[config.mk]
export PLATFORM = sky130hd
export DESIGN_NAME = mdma_seq
export DESIGN_NICKNAME = d
export VERILOG_FILES = /design/src/rtl/mdma_pkg.sv /design/src/rtl/mdma_timing_sel.sv /design/src/rtl/mdma_phase_cnt.sv /design/src/rtl/mdma_xfer_dp.sv /design/src/rtl/mdma_seq.sv
export SDC_FILE = /design/constraint.sdc
export NUM_CORES = 1
export LEC_CHECK = 0
export BUFFER_PORTS_ARGS = -buffer_cell sky130_fd_sc_hd__buf_2
export CAP_MARGIN = 20
export CORE_ASPECT_RATIO = 1.1
export CORE_MARGIN = 4
export CORE_UTILIZATION = 30
export DETAILED_ROUTE_END_ITERATION = 7
export GPL_TIMING_DRIVEN = 0
export PLACE_DENSITY_LB_ADDON = 0.15
export SYNTH_ARGS = -nofsm -noshare
export SYNTH_HDL_FRONTEND = slang
export SYNTH_SLANG_ARGS = --single-unit
[constraint.sdc]
create_clock -name clk -period 3.6 [get_ports clk]
set_input_delay 0.18 -clock clk [delete_from_list [all_inputs] [get_ports clk]]
set_output_delay 0.18 -clock clk [all_outputs]
set_load 0.01 [all_outputs]
[src/rtl/mdma_pkg.sv]
package mdma_pkg;

  typedef enum logic [2:0] {
    ST_IDLE,
    ST_GATE,
    ST_SETUP,
    ST_STRB,
    ST_RECOV
  } mdma_st_e;

  function automatic int unsigned sel_w(input int unsigned n);
    return (n > 1) ? $clog2(n) : 1;
  endfunction

endpackage

[src/rtl/mdma_timing_sel.sv]
module mdma_timing_sel #(
  parameter int NDEV = 2,
  parameter int CW   = 8,
  parameter int SW   = 1
) (
  input  logic              clk,
  input  logic              rst_n,
  input  logic              idle,
  input  logic [SW-1:0]     sel,
  input  logic [NDEV*CW-1:0] tm_all,
  input  logic [NDEV*CW-1:0] td_all,
  input  logic [NDEV*CW-1:0] teoc_all,
  output logic [CW-1:0]     tm_eff,
  output logic [CW-1:0]     td_eff,
  output logic [CW-1:0]     teoc_eff
);

  logic [CW-1:0] tm_a   [NDEV];
  logic [CW-1:0] td_a   [NDEV];
  logic [CW-1:0] teoc_a [NDEV];

  for (genvar g = 0; g < NDEV; g++) begin : g_unpack
    assign tm_a[g]   = tm_all[g*CW +: CW];
    assign td_a[g]   = td_all[g*CW +: CW];
    assign teoc_a[g] = teoc_all[g*CW +: CW];
  end

  logic [CW-1:0] tm_live, td_live, teoc_live;
  logic [CW-1:0] tm_held, td_held, teoc_held;

  always_comb begin
    tm_live   = tm_a[0];
    td_live   = td_a[0];
    teoc_live = teoc_a[0];
    for (int i = 0; i < NDEV; i++) begin
      if (int'(sel) == i) begin
        tm_live   = tm_a[i];
        td_live   = td_a[i];
        teoc_live = teoc_a[i];
      end
    end
  end

  always_ff @(posedge clk or negedge rst_n) begin
    if (!rst_n) begin
      tm_held   <= '0;
      td_held   <= '0;
      teoc_held <= '0;
    end else if (idle) begin
      tm_held   <= tm_live;
      td_held   <= td_live;
      teoc_held <= teoc_live;
    end
  end

  assign tm_eff   = idle ? tm_live   : tm_held;
  assign td_eff   = idle ? td_live   : td_held;
  assign teoc_eff = idle ? teoc_live : teoc_held;

  p_held_stable_r8: assert property (@(posedge clk) disable iff (!rst_n)
    (!idle && !$past(idle)) |-> $stable(tm_held) && $stable(td_held) && $stable(teoc_held));

endmodule

[src/rtl/mdma_phase_cnt.sv]
module mdma_phase_cnt #(
  parameter int CW = 8
) (
  input  logic          clk,
  input  logic          rst_n,
  input  logic          load,
  input  logic [CW-1:0] load_val,
  output logic          done
);

  logic [CW-1:0] cnt_q;

  always_ff @(posedge clk or negedge rst_n) begin
    if (!rst_n) begin
      cnt_q <= '0;
    end else if (load) begin
      cnt_q <= (load_val == '0) ? '0 : load_val - 1'b1;
    end else if (cnt_q != '0) begin
      cnt_q <= cnt_q - 1'b1;
    end
  end

  assign done = (cnt_q == '0);

  p_load_min_r7: assert property (@(posedge clk) disable iff (!rst_n)
    (load && load_val <= 1) |=> done);

endmodule

[src/rtl/mdma_xfer_dp.sv]
module mdma_xfer_dp #(
  parameter int DW = 16
) (
  input  logic          clk,
  input  logic          rst_n,
  input  logic          tx_take,
  input  logic [DW-1:0] tx_data,
  output logic [DW-1:0] dd_out,
  input  logic          rx_cap,
  input  logic [DW-1:0] dd_in,
  output logic          rx_valid,
  input  logic          rx_ready,
  output logic [DW-1:0] rx_data
);

  always_ff @(posedge clk or negedge rst_n) begin
    if (!rst_n) begin
      dd_out <= '0;
    end else if (tx_take) begin
      dd_out <= tx_data;
    end
  end

  always_ff @(posedge clk or negedge rst_n) begin
    if (!rst_n) begin
      rx_valid <= 1'b0;
      rx_data  <= '0;
    end else if (rx_cap) begin
      rx_valid <= 1'b1;
      rx_data  <= dd_in;
    end else if (rx_ready) begin
      rx_valid <= 1'b0;
    end
  end

  p_rx_hold_r10: assert property (@(posedge clk) disable iff (!rst_n)
    (rx_valid && !rx_ready) |=> rx_valid && $stable(rx_data));

  p_tx_hold_r9: assert property (@(posedge clk) disable iff (!rst_n)
    !tx_take |=> $stable(dd_out));

endmodule

[src/rtl/mdma_seq.sv]
module mdma_seq
  import mdma_pkg::*;
#(
  parameter int NDEV = 2,
  parameter int CW   = 8,
  parameter int DW   = 16,
  localparam int SW  = sel_w(NDEV)
) (
  input  logic               clk,
  input  logic               rst_n,
  input  logic               dma_en,
  input  logic               dir_wr,
  input  logic [SW-1:0]      dev_sel,
  input  logic [NDEV*CW-1:0] tm_cfg,
  input  logic [NDEV*CW-1:0] td_cfg,
  input  logic [NDEV*CW-1:0] teoc_cfg,
  input  logic               dev_dmarq,
  output logic               dev_dmack,
  output logic               dev_dior_n,
  output logic               dev_diow_n,
  input  logic [DW-1:0]      dev_dd_in,
  output logic [DW-1:0]      dev_dd_out,
  output logic               dev_dd_oe,
  input  logic               tx_valid,
  output logic               tx_ready,
  input  logic [DW-1:0]      tx_data,
  output logic               rx_valid,
  input  logic               rx_ready,
  output logic [DW-1:0]      rx_data,
  output logic               xfer_busy
);

  mdma_st_e st_q, st_d;
  logic go, idle, dir_q, dir_eff, decide, buf_ok;
  logic cnt_done, cnt_load;
  logic [CW-1:0] cnt_val, tm_e, td_e, teoc_e;
  logic rx_cap, tx_take;

  assign go      = dev_dmarq & dma_en;
  assign idle    = (st_q == ST_IDLE);
  assign dir_eff = idle ? dir_wr : dir_q;
  assign decide  = idle | (st_q == ST_GATE) | ((st_q == ST_RECOV) & cnt_done);
  assign buf_ok  = dir_eff ? tx_valid : rx_ready;
  assign tx_ready = decide & go & dir_eff;
  assign tx_take  = tx_valid & tx_ready;
  assign rx_cap   = (st_q == ST_STRB) & cnt_done & ~dir_q;

  mdma_timing_sel #(.NDEV(NDEV), .CW(CW), .SW(SW)) u_tsel (
    .clk      (clk),
    .rst_n    (rst_n),
    .idle     (idle),
    .sel      (dev_sel),
    .tm_all   (tm_cfg),
    .td_all   (td_cfg),
    .teoc_all (teoc_cfg),
    .tm_eff   (tm_e),
    .td_eff   (td_e),
    .teoc_eff (teoc_e)
  );

  mdma_phase_cnt #(.CW(CW)) u_cnt (
    .clk      (clk),
    .rst_n    (rst_n),
    .load     (cnt_load),
    .load_val (cnt_val),
    .done     (cnt_done)
  );

  mdma_xfer_dp #(.DW(DW)) u_dp (
    .clk      (clk),
    .rst_n    (rst_n),
    .tx_take  (tx_take),
    .tx_data  (tx_data),
    .dd_out   (dev_dd_out),
    .rx_cap   (rx_cap),
    .dd_in    (dev_dd_in),
    .rx_valid (rx_valid),
    .rx_ready (rx_ready),
    .rx_data  (rx_data)
  );

  always_comb begin
    st_d     = st_q;
    cnt_load = 1'b0;
    cnt_val  = tm_e;
    if (decide) begin
      if (!go) begin
        st_d = ST_IDLE;
      end else if (buf_ok) begin
        st_d     = ST_SETUP;
        cnt_load = 1'b1;
        cnt_val  = tm_e;
      end else begin
        st_d = ST_GATE;
      end
    end else if (cnt_done) begin
      if (st_q == ST_SETUP) begin
        st_d     = ST_STRB;
        cnt_load = 1'b1;
        cnt_val  = td_e;
      end else if (st_q == ST_STRB) begin
        st_d     = ST_RECOV;
        cnt_load = 1'b1;
        cnt_val  = teoc_e;
      end
    end
  end

  always_ff @(posedge clk or negedge rst_n) begin
    if (!rst_n) begin
      st_q  <= ST_IDLE;
      dir_q <= 1'b0;
    end else begin
      st_q <= st_d;
      if (idle && go) dir_q <= dir_wr;
    end
  end

  assign dev_dmack  = ~idle;
  assign xfer_busy  = ~idle;
  assign dev_dior_n = ~((st_q == ST_STRB) & ~dir_q);
  assign dev_diow_n = ~((st_q == ST_STRB) &  dir_q);
  assign dev_dd_oe  = ~idle & dir_q;

  p_one_strobe_r11: assert property (@(posedge clk) disable iff (!rst_n)
    !(!dev_dior_n && !dev_diow_n));

  p_strobe_in_ack_r3: assert property (@(posedge clk) disable iff (!rst_n)
    (!dev_dior_n || !dev_diow_n) |-> dev_dmack);

  p_ack_needs_req_r2: assert property (@(posedge clk) disable iff (!rst_n)
    $rose(dev_dmack) |-> $past(go));

  p_tx_then_drive_r9: assert property (@(posedge clk) disable iff (!rst_n)
    tx_take |=> dev_dd_oe && dev_diow_n);

  p_read_no_drive_r11: assert property (@(posedge clk) disable iff (!rst_n)
    !dev_dior_n |-> !dev_dd_oe);

endmodule

==> results by group, run 1 <==
GRT
  – First-pass GRT wire length: 13550 um
  – Initial antenna violation count: 0
  – Largest net degree at the start of global routing: 69
  – All-Layer GR Usage: 0.1251
  – Vias in the first global route: ~2800
  – Aggregate global routing overflow: 0

Drt
  – WL/cell: ~14 um
  – DR vias/cell: between 4 and 5
  – Vias post-DR: 2718
  – Antenna-violating nets left: 0
  – Pre-antenna DRT Iters: 4
  – # DRC: 0
  – Initial drt markers: 80
  – Post-Route WL: 8311 um

Setup path
  – Worst path required time: 3.77 ns
  – Reg2reg setup slack: 0.43 ns
  – Worst R2R End: u_cnt.cnt_q[4]
  – Nature of the critical path startpoint: register
  – Crit path depth: 12
  – Reg2reg start: u_cnt.cnt_q[0]
  – Worst Path Class, Setup: reg2reg
  – Worst path arrival time: ~3.3 ns
  – CP Capture Point: u_cnt.cnt_q[4]
  – Cell family with most CP delay: simple AND/OR/NAND/NOR gates
  – CP max stage cell: or4b_1
  – Slowest stage delay, CP: 0.43 ns
  – Maximum fanout along the worst path: 6
  – Critical Path Source: u_cnt.cnt_q[0]
  – Most used cell, CP: ha_1
  – Nature of the critical path endpoint: register
  – R2R depth: 12
  – Cell Chain, Critical Path: inv_1 -> ha_1 -> or4b_1 -> buf_2 -> nor3_2 -> mux2i_1 -> ha_1 -> o211ai_1 -> nor4b_4 -> or2_1 -> buf_6 -> o22ai_1
  – Critical path buffer and inverter count: 3

Clock network
  – # resized after CTS: 0
  – Skew-Pair Late Insertion Delay: 0.33 ns
  – Post-CTS setup buffers: 0
  – CTS H-Tree Depth: 3
  – Clk sink count: 69
  – Hold_buf cts: 1
  – CTS tree: done
  – Clock root cell: clkbuf_16
  – Worst-path clk slew: approximately 0.06 ns
  – CTS buffer count: 9
  – Clk buf depth: 2

Floorplanning
  – Die W: 111.2 um
  – Initial Util: 0.3061
  – Die H: 121.6 um
  – Die area: 13520 um2
  – I/O pins: 127
  – Core area: 11490 um2
  – Row count: 41

Finish
  – Area delta synth->final: 32.41%
  – Post-Layout Inst Area: between 4000 and 5000 um2
  – Share of layout cells above drive strength 1: 0.4622
  – Post-layout net count: 537
  – Antenna cells: 0

STA
  – Pins Over Slew Limit: 0
  – Period utilisation layout: 0.8804
  – Fmax: 0.3155 GHz
  – Clk_skew: around 0.0068 ns
  – Post-layout minimum cycle time: 3.169 ns
  – Setup TNS: 0 ns
  – RSZ-0062 raised after global routing: no
  – Slew headroom: 0.5262
  – # setup viols final: 0
  – Final hold vios: 0
  – Worst Max-Slew Pin Slew: 0.7032 ns

Power
  – Leakage power: 2.275 nW
  – PwrDens: around 630 nW/um2
  – Peak VDD IR: 243.4 uV

Logic synthesis
  – Yosys warning total: 0
  – Syn nets: 399
  – Syn avg cell area: 11.46 um2
  – Post-synthesis sequential area ratio: 0.4909
  – Largest area contributor in the netlist: dfrtp_1
  – Syn Inst Count: 307
  – Yosys top cell area share: 0.4909
  – Flop and latch count out of synthesis: 69
  – Top post-synthesis cells by area: dfrtp_1 (49%), mux2_2 (16%), mux2i_1 (6.5%)
  – Cell variety after synth: 47
  – Area of the mapped netlist: around 3500 um2

Status
  – Run status: finished, final reports clean

Hold path
  – Worst Hold Class: in2reg

Place
  – Gpl congestion: between 0.7 and 0.8
  – Dpl cell area: 4360 um2
  – Port-buffer cells: 125
  – DP HPWL: 6387 um

Run
  – Number of max-cap violations: 0
-- routing by layer --
| layer | routed length (um) | GRT usage | vias to the layer above |
|---|---|---|---|
| met5 | 0 | 0 | - |
| met4 | 154 | 0.04791 | 0 |
| met3 | 468 | 0.03477 | 12 |
| met2 | 4087 | 0.2063 | 74 |
| met1 | 3601 | 0.1573 | 1272 |
| li1 | - | - | 1360 |
-- state kept, by name, indices dropped and copies added (netlist names) --
name	count
u_tsel.tm_held	8
u_dp.rx_data	16
u_dp.dd_out	16
u_tsel.teoc_held	8
st_q	3
u_tsel.td_held	8
u_dp.rx_valid	1
dir_q	1
u_cnt.cnt_q	8
-- kinds of logic (layout without fill, tap and decap cells) --
logic type	after synthesis	in the layout	synth area share
xor+xnor	13	13	0.03237
buf+inv	25	168	0.03237
mux	74	74	0.2309
simple gates	74	74	0.1177
flops	69	69	0.4909
fa+ha+maj	4	4	0.01423
compound gates	48	48	0.08147
-- worst min-delay path by stage --
| stage | start | end | slack [ns] | cells past startpoint |
|---|---|---|---|---|
| 2_1_floorplan | rst_n | dir_q | -0.12 | 0 |
| 3_3_place_gp | rx_ready | u_dp.rx_valid | 0.40 | 2 |
| 3_5_place_dp | rst_n | u_tsel.td_held[1] | -0.02 | 1 |
| 4_1_cts | rx_ready | u_dp.rx_valid | 0.05 | 2 |
| 5_1_grt | rx_ready | u_dp.rx_valid | 0.06 | 2 |
| 6_report | rx_ready | u_dp.rx_valid | 0.06 | 2 |
-- layout by cell type (no fill, tap or decap), types with 2 or more instances in the layout --
cell type and n:
mux2i_1 23, nor3b_1 2, nand3b_1 2, nand2b_1 2, o31ai_1 3, buf_1 2, nor2_1 17, clkinv_2 2
clkbuf_16 9, clkbuf_1 10, a21oi_1 5, clkinvlp_4 2, xor2_1 4, xnor2_1 9, o211ai_1 2, mux2_2 49
inv_1 5, a21o_1 3, mux2_4 2, buf_4 3, buf_2 128, o31a_1 2, nand2_1 30, o21ai_0 22
ha_1 4, o22ai_1 6, nor3_4 2, dfrtp_1 69, clkbuf_8 2, nor3_1 5
-- metrics by stage --
step / power [mW] / hold slack [ns] / setup WS, ns / util / std cells
after floorplan: 1.816 / -0.1156 / 0.7912 / - / 307
after global placement: 2.106 / 0.4050 / 0.4148 / 0.3769 / 582
after detailed placement: 2.126 / -0.01916 / 0.4302 / 0.3795 / 583
after CTS: 2.980 / 0.05126 / 0.4143 / 0.4053 / 600
after global routing: 3.143 / 0.06117 / 0.2015 / 0.4053 / 600
final: 2.930 / 0.06398 / 0.4306 / 0.4053 / 600
-- final cells by class --
cell class | instances | area (um2)
fill | 1170 | 6834
sequential | 69 | 1727
multi-input combinational | 213 | 1677
timing repair buffer | 127 | 665.6
clock buffer | 11 | 252.7
tap | 150 | 187.7
buffer | 19 | 91.34
clock inverter | 5 | 33.78
inverter | 6 | 22.52
-- Yosys cell counts, drive strengths merged --
| cell type | instances |
|---|---|
| buf | 9 |
| a32oi | 1 |
| nor3 | 8 |
| nand2b | 2 |
| o31ai | 3 |
| nor4 | 1 |
| nand2 | 30 |
| inv | 6 |
| ha | 4 |
| xnor2 | 9 |
| or2 | 2 |
| o211ai | 2 |
| a211oi | 1 |
| nor4b | 1 |
| or4b | 1 |
| nand3b | 2 |
| a211o | 1 |
| and4 | 1 |
| o31a | 2 |
| dfrtp | 69 |
| a31oi | 1 |
| nand3 | 1 |
| nor2 | 17 |
| xor2 | 4 |
| clkbuf | 10 |
| nand4b | 1 |
| nor3b | 3 |
| and4bb | 2 |
| or3b | 1 |
| mux2i | 23 |
| a21oi | 5 |
| o22ai | 6 |
| or3 | 1 |
| a21o | 3 |
| o21ai | 23 |
| mux2 | 51 |
-- where the power goes --
| group | total, mW | internal, mW | switching, mW |
|---|---|---|---|
| clock | 0.834 | 0.503 | 0.331 |
| combinational | 0.913 | 0.455 | 0.458 |
| sequential | 1.18 | 1.04 | 0.146 |
| total | 2.93 | 2.00 | 0.935 |
No activity file was read; power rests on OpenSTA's default activity.
==> run 2: changes to the inputs <==
--- a/config.mk
+++ b/config.mk
@@ -5,9 +5,10 @@
 export SDC_FILE = /design/constraint.sdc
 export NUM_CORES = 1
 export LEC_CHECK = 0
+export ABC_CLOCK_PERIOD_IN_PS = 3600
 export BUFFER_PORTS_ARGS = -buffer_cell sky130_fd_sc_hd__buf_2
 export CAP_MARGIN = 20
-export CORE_ASPECT_RATIO = 1.1
+export CORE_ASPECT_RATIO = 1.5
 export CORE_MARGIN = 4
 export CORE_UTILIZATION = 30
 export DETAILED_ROUTE_END_ITERATION = 7
==> run 2 against run 1 <==
Net effect:
- critical path depth is the same
- fmax is 2.0% lower
- the flow now finishes with violations (hold timing)
- critical path type unchanged
- clock skew decreased by 0.00073 ns
- largest power group unchanged
- power up 5.7%
==> results by group, run 2 (synthesis results as in run 1) <==
STA
  – Hold slack: -0.03832 ns
  – Final Worst Setup Slack: 0.3647 ns
  – Period utilisation layout: 0.8987
  – Worst Max-Slew Pin Slew: 0.8794 ns
  – Final hold vios: 54
  – Pins Over Slew Limit: 0
  – Slew headroom: 0.4137
  – Post-layout minimum cycle time: 3.235 ns
  – Setup TNS: 0 ns
  – # setup viols final: 0
  – Fmax: 0.3091 GHz
  – Clk_skew: 0.006102 ns
  – RSZ-0062 raised after global routing: no

Clock network
  – Clk buf depth: 2
  – CTS H-Tree Depth: 3
  – CTS tree: done
  – Post-CTS setup buffers: 0
  – Skew-Pair Late Insertion Delay: 0.34 ns
  – # resized after CTS: 0
  – Worst-path clk slew: ~0.06 ns
  – Clk sink count: 69
  – CTS buffer count: 9
  – Clock root cell: clkbuf_16
  – Hold_buf cts: 0

Drt
  – DR vias/cell: 4.615
  – Post-Route WL: 8628 um
  – Vias post-DR: 2755
  – Pre-antenna DRT Iters: 4
  – WL/cell: ~14 um
  – Antenna-violating nets left: 0
  – # DRC: 0
  – Initial drt markers: 71

Setup path
  – Worst path arrival time: 3.41 ns
  – Nature of the critical path startpoint: register
  – Nature of the critical path endpoint: register
  – Maximum fanout along the worst path: 6
  – Worst Path Class, Setup: reg2reg
  – Worst path required time: 3.77 ns

GRT
  – Aggregate global routing overflow: 0
  – Vias in the first global route: 2840
  – Initial antenna violation count: 0
  – First-pass GRT wire length: 13940 um
  – All-Layer GR Usage: 0.1354
  – Largest net degree at the start of global routing: 70

Finish
  – Antenna cells: 0
  – Post-layout net count: 535
  – Share of layout cells above drive strength 1: 0.4609
  – Most frequent cells in the layout: buf_2 (128), dfrtp_1 (69), mux2_2 (49)
  – Top Registers: u_dp.dd_out (16), u_dp.rx_data (16)
  – Most common cell after layout, fill and taps aside: buf_2
  – Area delta synth->final: 32.76%

Power
  – Peak VDD IR: 269.6 uV
  – PwrDens: ~660 nW/um2
  – Power consumption: 3.098 mW
  – Leakage power: 2.282 nW

Floorplanning
  – Die W: just under 100 um
  – Initial Util: 0.3066
  – Core area: between 10000 and 15000 um2
  – I/O pins: 127
  – Die H: 140.6 um
  – Die area: 13560 um2
  – Row count: 48

Place
  – Gpl congestion: 0.7817
  – DP HPWL: 6767 um
  – Port-buffer cells: 125
  – Pre-CTS setup slack: 0.3297 ns

Status
  – Violated checks: hold timing
  – Run status: finished with violations

Hold path
  – Worst Hold Class: in2async

Run
  – Number of max-cap violations: 0
## run 2: where the power goes
| group | total [mW] | internal, mW | switching, mW |
|---|---|---|---|
| sequential | 1.18 | 1.04 | 0.142 |
| combinational | 0.914 | 0.452 | 0.462 |
| clock | 1.00 | 0.673 | 0.331 |
## run 2: final cells by class
type	count	area (um2)
Buffer	19	91.34
Clock buffer	9	225.2
Clock inverter	6	111.4
Fill cell	1171	6802
Inverter	6	22.52
Multi-Input combinational cell	213	1677
Sequential cell	69	1727
Tap cell	150	187.7
Timing Repair Buffer	125	628.1
## run 2: worst paths after layout
| kind | from | end | slack (ns) | cells after the start |
|---|---|---|---|---|
| setup / recovery | u_cnt.cnt_q[0] | u_cnt.cnt_q[6] | 0.36 | 12 |
| hold / removal | rst_n | u_dp.rx_data[12] | -0.04 | 1 |
| setup reg to reg | u_cnt.cnt_q[0] | u_cnt.cnt_q[6] | 0.36 | 12 |
| hold reg to reg | u_tsel.teoc_held[3] | u_tsel.teoc_held[3] | 0.48 | 2 |
| max in group asynchronous | rst_n | u_tsel.td_held[7] | 3.06 | 1 |
| min in group clk | rx_ready | u_dp.rx_valid | 0.06 | 2 |
## run 2: critical path, cell delays in order (launching register included)
cell      delay (ns)
dfrtp_1         0.43
inv_1           0.12
ha_1            0.14
or4b_1          0.43
buf_2           0.18
nor3_2          0.36
mux2i_1         0.37
ha_1            0.22
o211ai_1        0.13
nor4b_4         0.33
or2_1           0.17
buf_6           0.11
o22ai_1         0.08
## run 2: through the flow
stage / hold WS (ns) / utilization / std cells / area [um2]
final: -0.03832 / 0.4071 / 597 / 4669
after global routing: 0.04333 / 0.4071 / 597 / 4669
after CTS: 0.0004461 / 0.4071 / 597 / 4669
after detailed placement: 0.3684 / 0.3777 / 582 / 4333
after global placement: 0.3986 / 0.3775 / 582 / 4330
after floorplan: -0.1156 / - / 307 / 3517
## run 2: layer usage
| metal | up-vias | global-route usage | share of wire |
|---|---|---|---|
| met4 | 0 | 0.05322 | 0.018 |
| met3 | 12 | 0.03150 | 0.049 |
| met5 | - | 0 | 0 |
| met1 | 1316 | 0.1492 | 0.37 |
| met2 | 64 | 0.2443 | 0.56 |
| li1 | 1363 | - | - |
==> run 3: changes to the inputs <==
--- a/config.mk
+++ b/config.mk
@@ -5,7 +5,7 @@
 export SDC_FILE = /design/constraint.sdc
 export NUM_CORES = 1
 export LEC_CHECK = 0
-export ABC_CLOCK_PERIOD_IN_PS = 3600
+export ABC_CLOCK_PERIOD_IN_PS = 2600
 export BUFFER_PORTS_ARGS = -buffer_cell sky130_fd_sc_hd__buf_2
 export CAP_MARGIN = 20
 export CORE_ASPECT_RATIO = 1.5
==> constraint.sdc (replaced) <==
create_clock -name clk -period 2.6 [get_ports clk]
set_input_delay 0.13 -clock clk [delete_from_list [all_inputs] [get_ports clk]]
set_output_delay 0.13 -clock clk [all_outputs]
set_load 0.01 [all_outputs]
==> run 3 against run 2 <==
Net effect:
- the run ends with setup timing left
- combinational power up 78%
- count of clock-buffer cells in the layout increased by 2
- power up 40%
- critical path depth fell by 1
- critical path type unchanged
==> results by group, run 3 (synthesis results as in run 1) <==
Drt
  – Vias post-DR: 2870
  – WL/cell: between 10 and 15 um
  – Initial drt markers: 86
  – Antenna-violating nets left: 0
  – # DRC: 0
  – DR vias/cell: 4.577
  – Pre-antenna DRT Iters: 4
  – Post-Route WL: 8952 um

Hold path
  – Worst Hold Class: in2reg

Floorplanning
  – Die W: 96.41 um
  – Die H: roughly 140 um
  – Row count: 48
  – Initial Util: 0.3066
  – Die area: 13560 um2
  – Core area: 11470 um2
  – I/O pins: 127

Setup path
  – Cell family with most CP delay: simple AND/OR/NAND/NOR gates
  – Nature of the critical path endpoint: register
  – Worst Path Class, Setup: reg2reg
  – Worst path required time: 2.78 ns
  – Slowest stage delay, CP: 0.51 ns
  – CP max stage cell: or4b_4
  – Maximum fanout along the worst path: 6
  – Worst path arrival time: 3.07 ns
  – Nature of the critical path startpoint: register
  – Most used cell, CP: ha_4
  – Critical path buffer and inverter count: 2
  – Cell Chain, Critical Path: inv_2 -> ha_4 -> or4b_4 -> nor3_4 -> mux2i_4 -> ha_4 -> o211ai_1 -> nor4b_4 -> or2_1 -> buf_6 -> o22ai_1

Clock network
  – CTS buffer count: 9
  – Worst-path clk slew: 0.06 ns
  – CTS tree: done
  – CTS H-Tree Depth: 3
  – Clk sink count: 69
  – Clk buf depth: 2
  – Skew-Pair Late Insertion Delay: 0.33 ns
  – Clock root cell: clkbuf_16

STA
  – Final hold vios: 0
  – Fmax: 0.3467 GHz
  – # setup viols final: 18
  – Setup TNS: -1.991 ns
  – Final Worst Setup Slack: -0.2846 ns
  – Post-layout minimum cycle time: 2.885 ns
  – Slew headroom: 0.5652
  – Period utilisation layout: 1.109
  – RSZ-0062 raised after global routing: yes
  – Clk_skew: 0.005241 ns
  – Worst Max-Slew Pin Slew: 0.6522 ns
  – Pins Over Slew Limit: 0

Power
  – Peak VDD IR: approximately 460 uV
  – Power consumption: 4.347 mW
  – PwrDens: slightly below 900 nW/um2
  – Leakage power: 2.444 nW

Place
  – Placed instance count: a little under 600
  – Pre-CTS setup slack: -0.5568 ns
  – Port-buffer cells: 125
  – Dpl cell area: between 4000 and 5000 um2
  – Gpl congestion: 0.7745
  – DP HPWL: around 6700 um

Finish
  – Multi-input logic area: ~1800 um2
  – Area delta synth->final: 42.26%
  – Most frequent cells in the layout: buf_2 (127), dfrtp_1 (69), mux2_2 (42)
  – Most common cell after layout, fill and taps aside: buf_2
  – Top Registers: u_dp.dd_out (16), u_dp.rx_data (16)
  – Post-layout net count: roughly 560
  – Antenna cells: 0
  – Share of layout cells above drive strength 1: 0.5304
  – Post-Layout Inst Area: about 5000 um2
  – Final Non-Filler Cells: 627
  – Fill cells: 1103
  – Sequential cell area: approximately 1700 um2

Status
  – Violated checks: setup timing
  – Run status: finished with violations

GRT
  – Initial antenna violation count: 0
  – Vias in the first global route: 3013
  – All-Layer GR Usage: 0.1387
  – Largest net degree at the start of global routing: 70
  – First-pass GRT wire length: ~15000 um
  – Aggregate global routing overflow: 0

Run
  – Number of max-cap violations: 0
[run 3: cell count changes in the layout (fill, tap and decap cells not counted), moves of 3 or more]
cell / before / now
bufinv_16: 3 / 0
mux2_2: 49 / 42
buf_6: 1 / 6
mux2_4: 2 / 9
buf_4: 3 / 28
clkinv_2: 1 / 4
inv_1: 5 / 2
inv_2: 1 / 4
[run 3: power breakdown]
| group | total [mW] | internal (mW) | switching, mW |
|---|---|---|---|
| Combinational | 1.63 | 0.862 | 0.768 |
| Sequential | 1.64 | 1.44 | 0.199 |
| Clock | 1.08 | 0.638 | 0.443 |
| Total | 4.35 | 2.94 | 1.41 |
[run 3: stage by stage]
| stage | util | hold slack [ns] |
|---|---|---|
| 6_report | 0.4362 | 0.01416 |
| 5_1_grt | 0.4362 | 0.01805 |
| 4_1_cts | 0.4260 | 0.01384 |
| 3_5_place_dp | 0.3810 | 0.1738 |
| 3_3_place_gp | 0.3784 | 0.3499 |
| 2_1_floorplan | - | -0.1656 |
[run 3: cell type report]
type	instances	area share
multi-input cells	213	0.3631
repair buffers	157	0.1810
well taps	150	0.03751
plain buffers	16	0.01675
inverters	6	0.004501
clock inverters	5	0.005501
flip-flops and latches	69	0.3451
clock buffers	11	0.04651
[run 3: worst register-to-register path, cell delays in order (launching register included)]
cell and delay (ns):
dfrtp_1 0.39, inv_2 0.08, ha_4 0.12, or4b_4 0.51, nor3_4 0.35, mux2i_4 0.33
ha_4 0.16, o211ai_1 0.12, nor4b_4 0.32, or2_1 0.15, buf_6 0.12, o22ai_1 0.08
[run 3: final timing paths]
check	startpoint	end	slack, ns	depth (start not counted)
worst max-delay path	u_cnt.cnt_q[0]	u_cnt.cnt_q[2]	-0.28	11
worst min-delay path	rx_ready	u_dp.rx_valid	0.01	2
worst max register to register	u_cnt.cnt_q[0]	u_cnt.cnt_q[2]	-0.28	11
worst min register to register	u_tsel.td_held[7]	u_tsel.td_held[7]	0.47	1
max in group asynchronous	rst_n	u_cnt.cnt_q[4]	1.96	3
min in group asynchronous	rst_n	u_dp.rx_data[0]	0.36	3
[run 3: timing repair]
item | in CTS | in global routing
pin swaps | 10 | 10
hold buffers | 1 | 0
setup endpoints to repair | 41 | 35
gates cloned | 0 | 1
gates resized for setup | 24 | 18
buffers inserted | 20 | 10
hold endpoints to repair | 69 | 0
[run 3: layer usage]
layer  vias up  track usage  wire length [um]
met5         -            0                 0
met4         0      0.04952               243
met3        16      0.03203               413
met2        68       0.2574              4993
met1      1370       0.1489              3301
li1       1416            -                 -
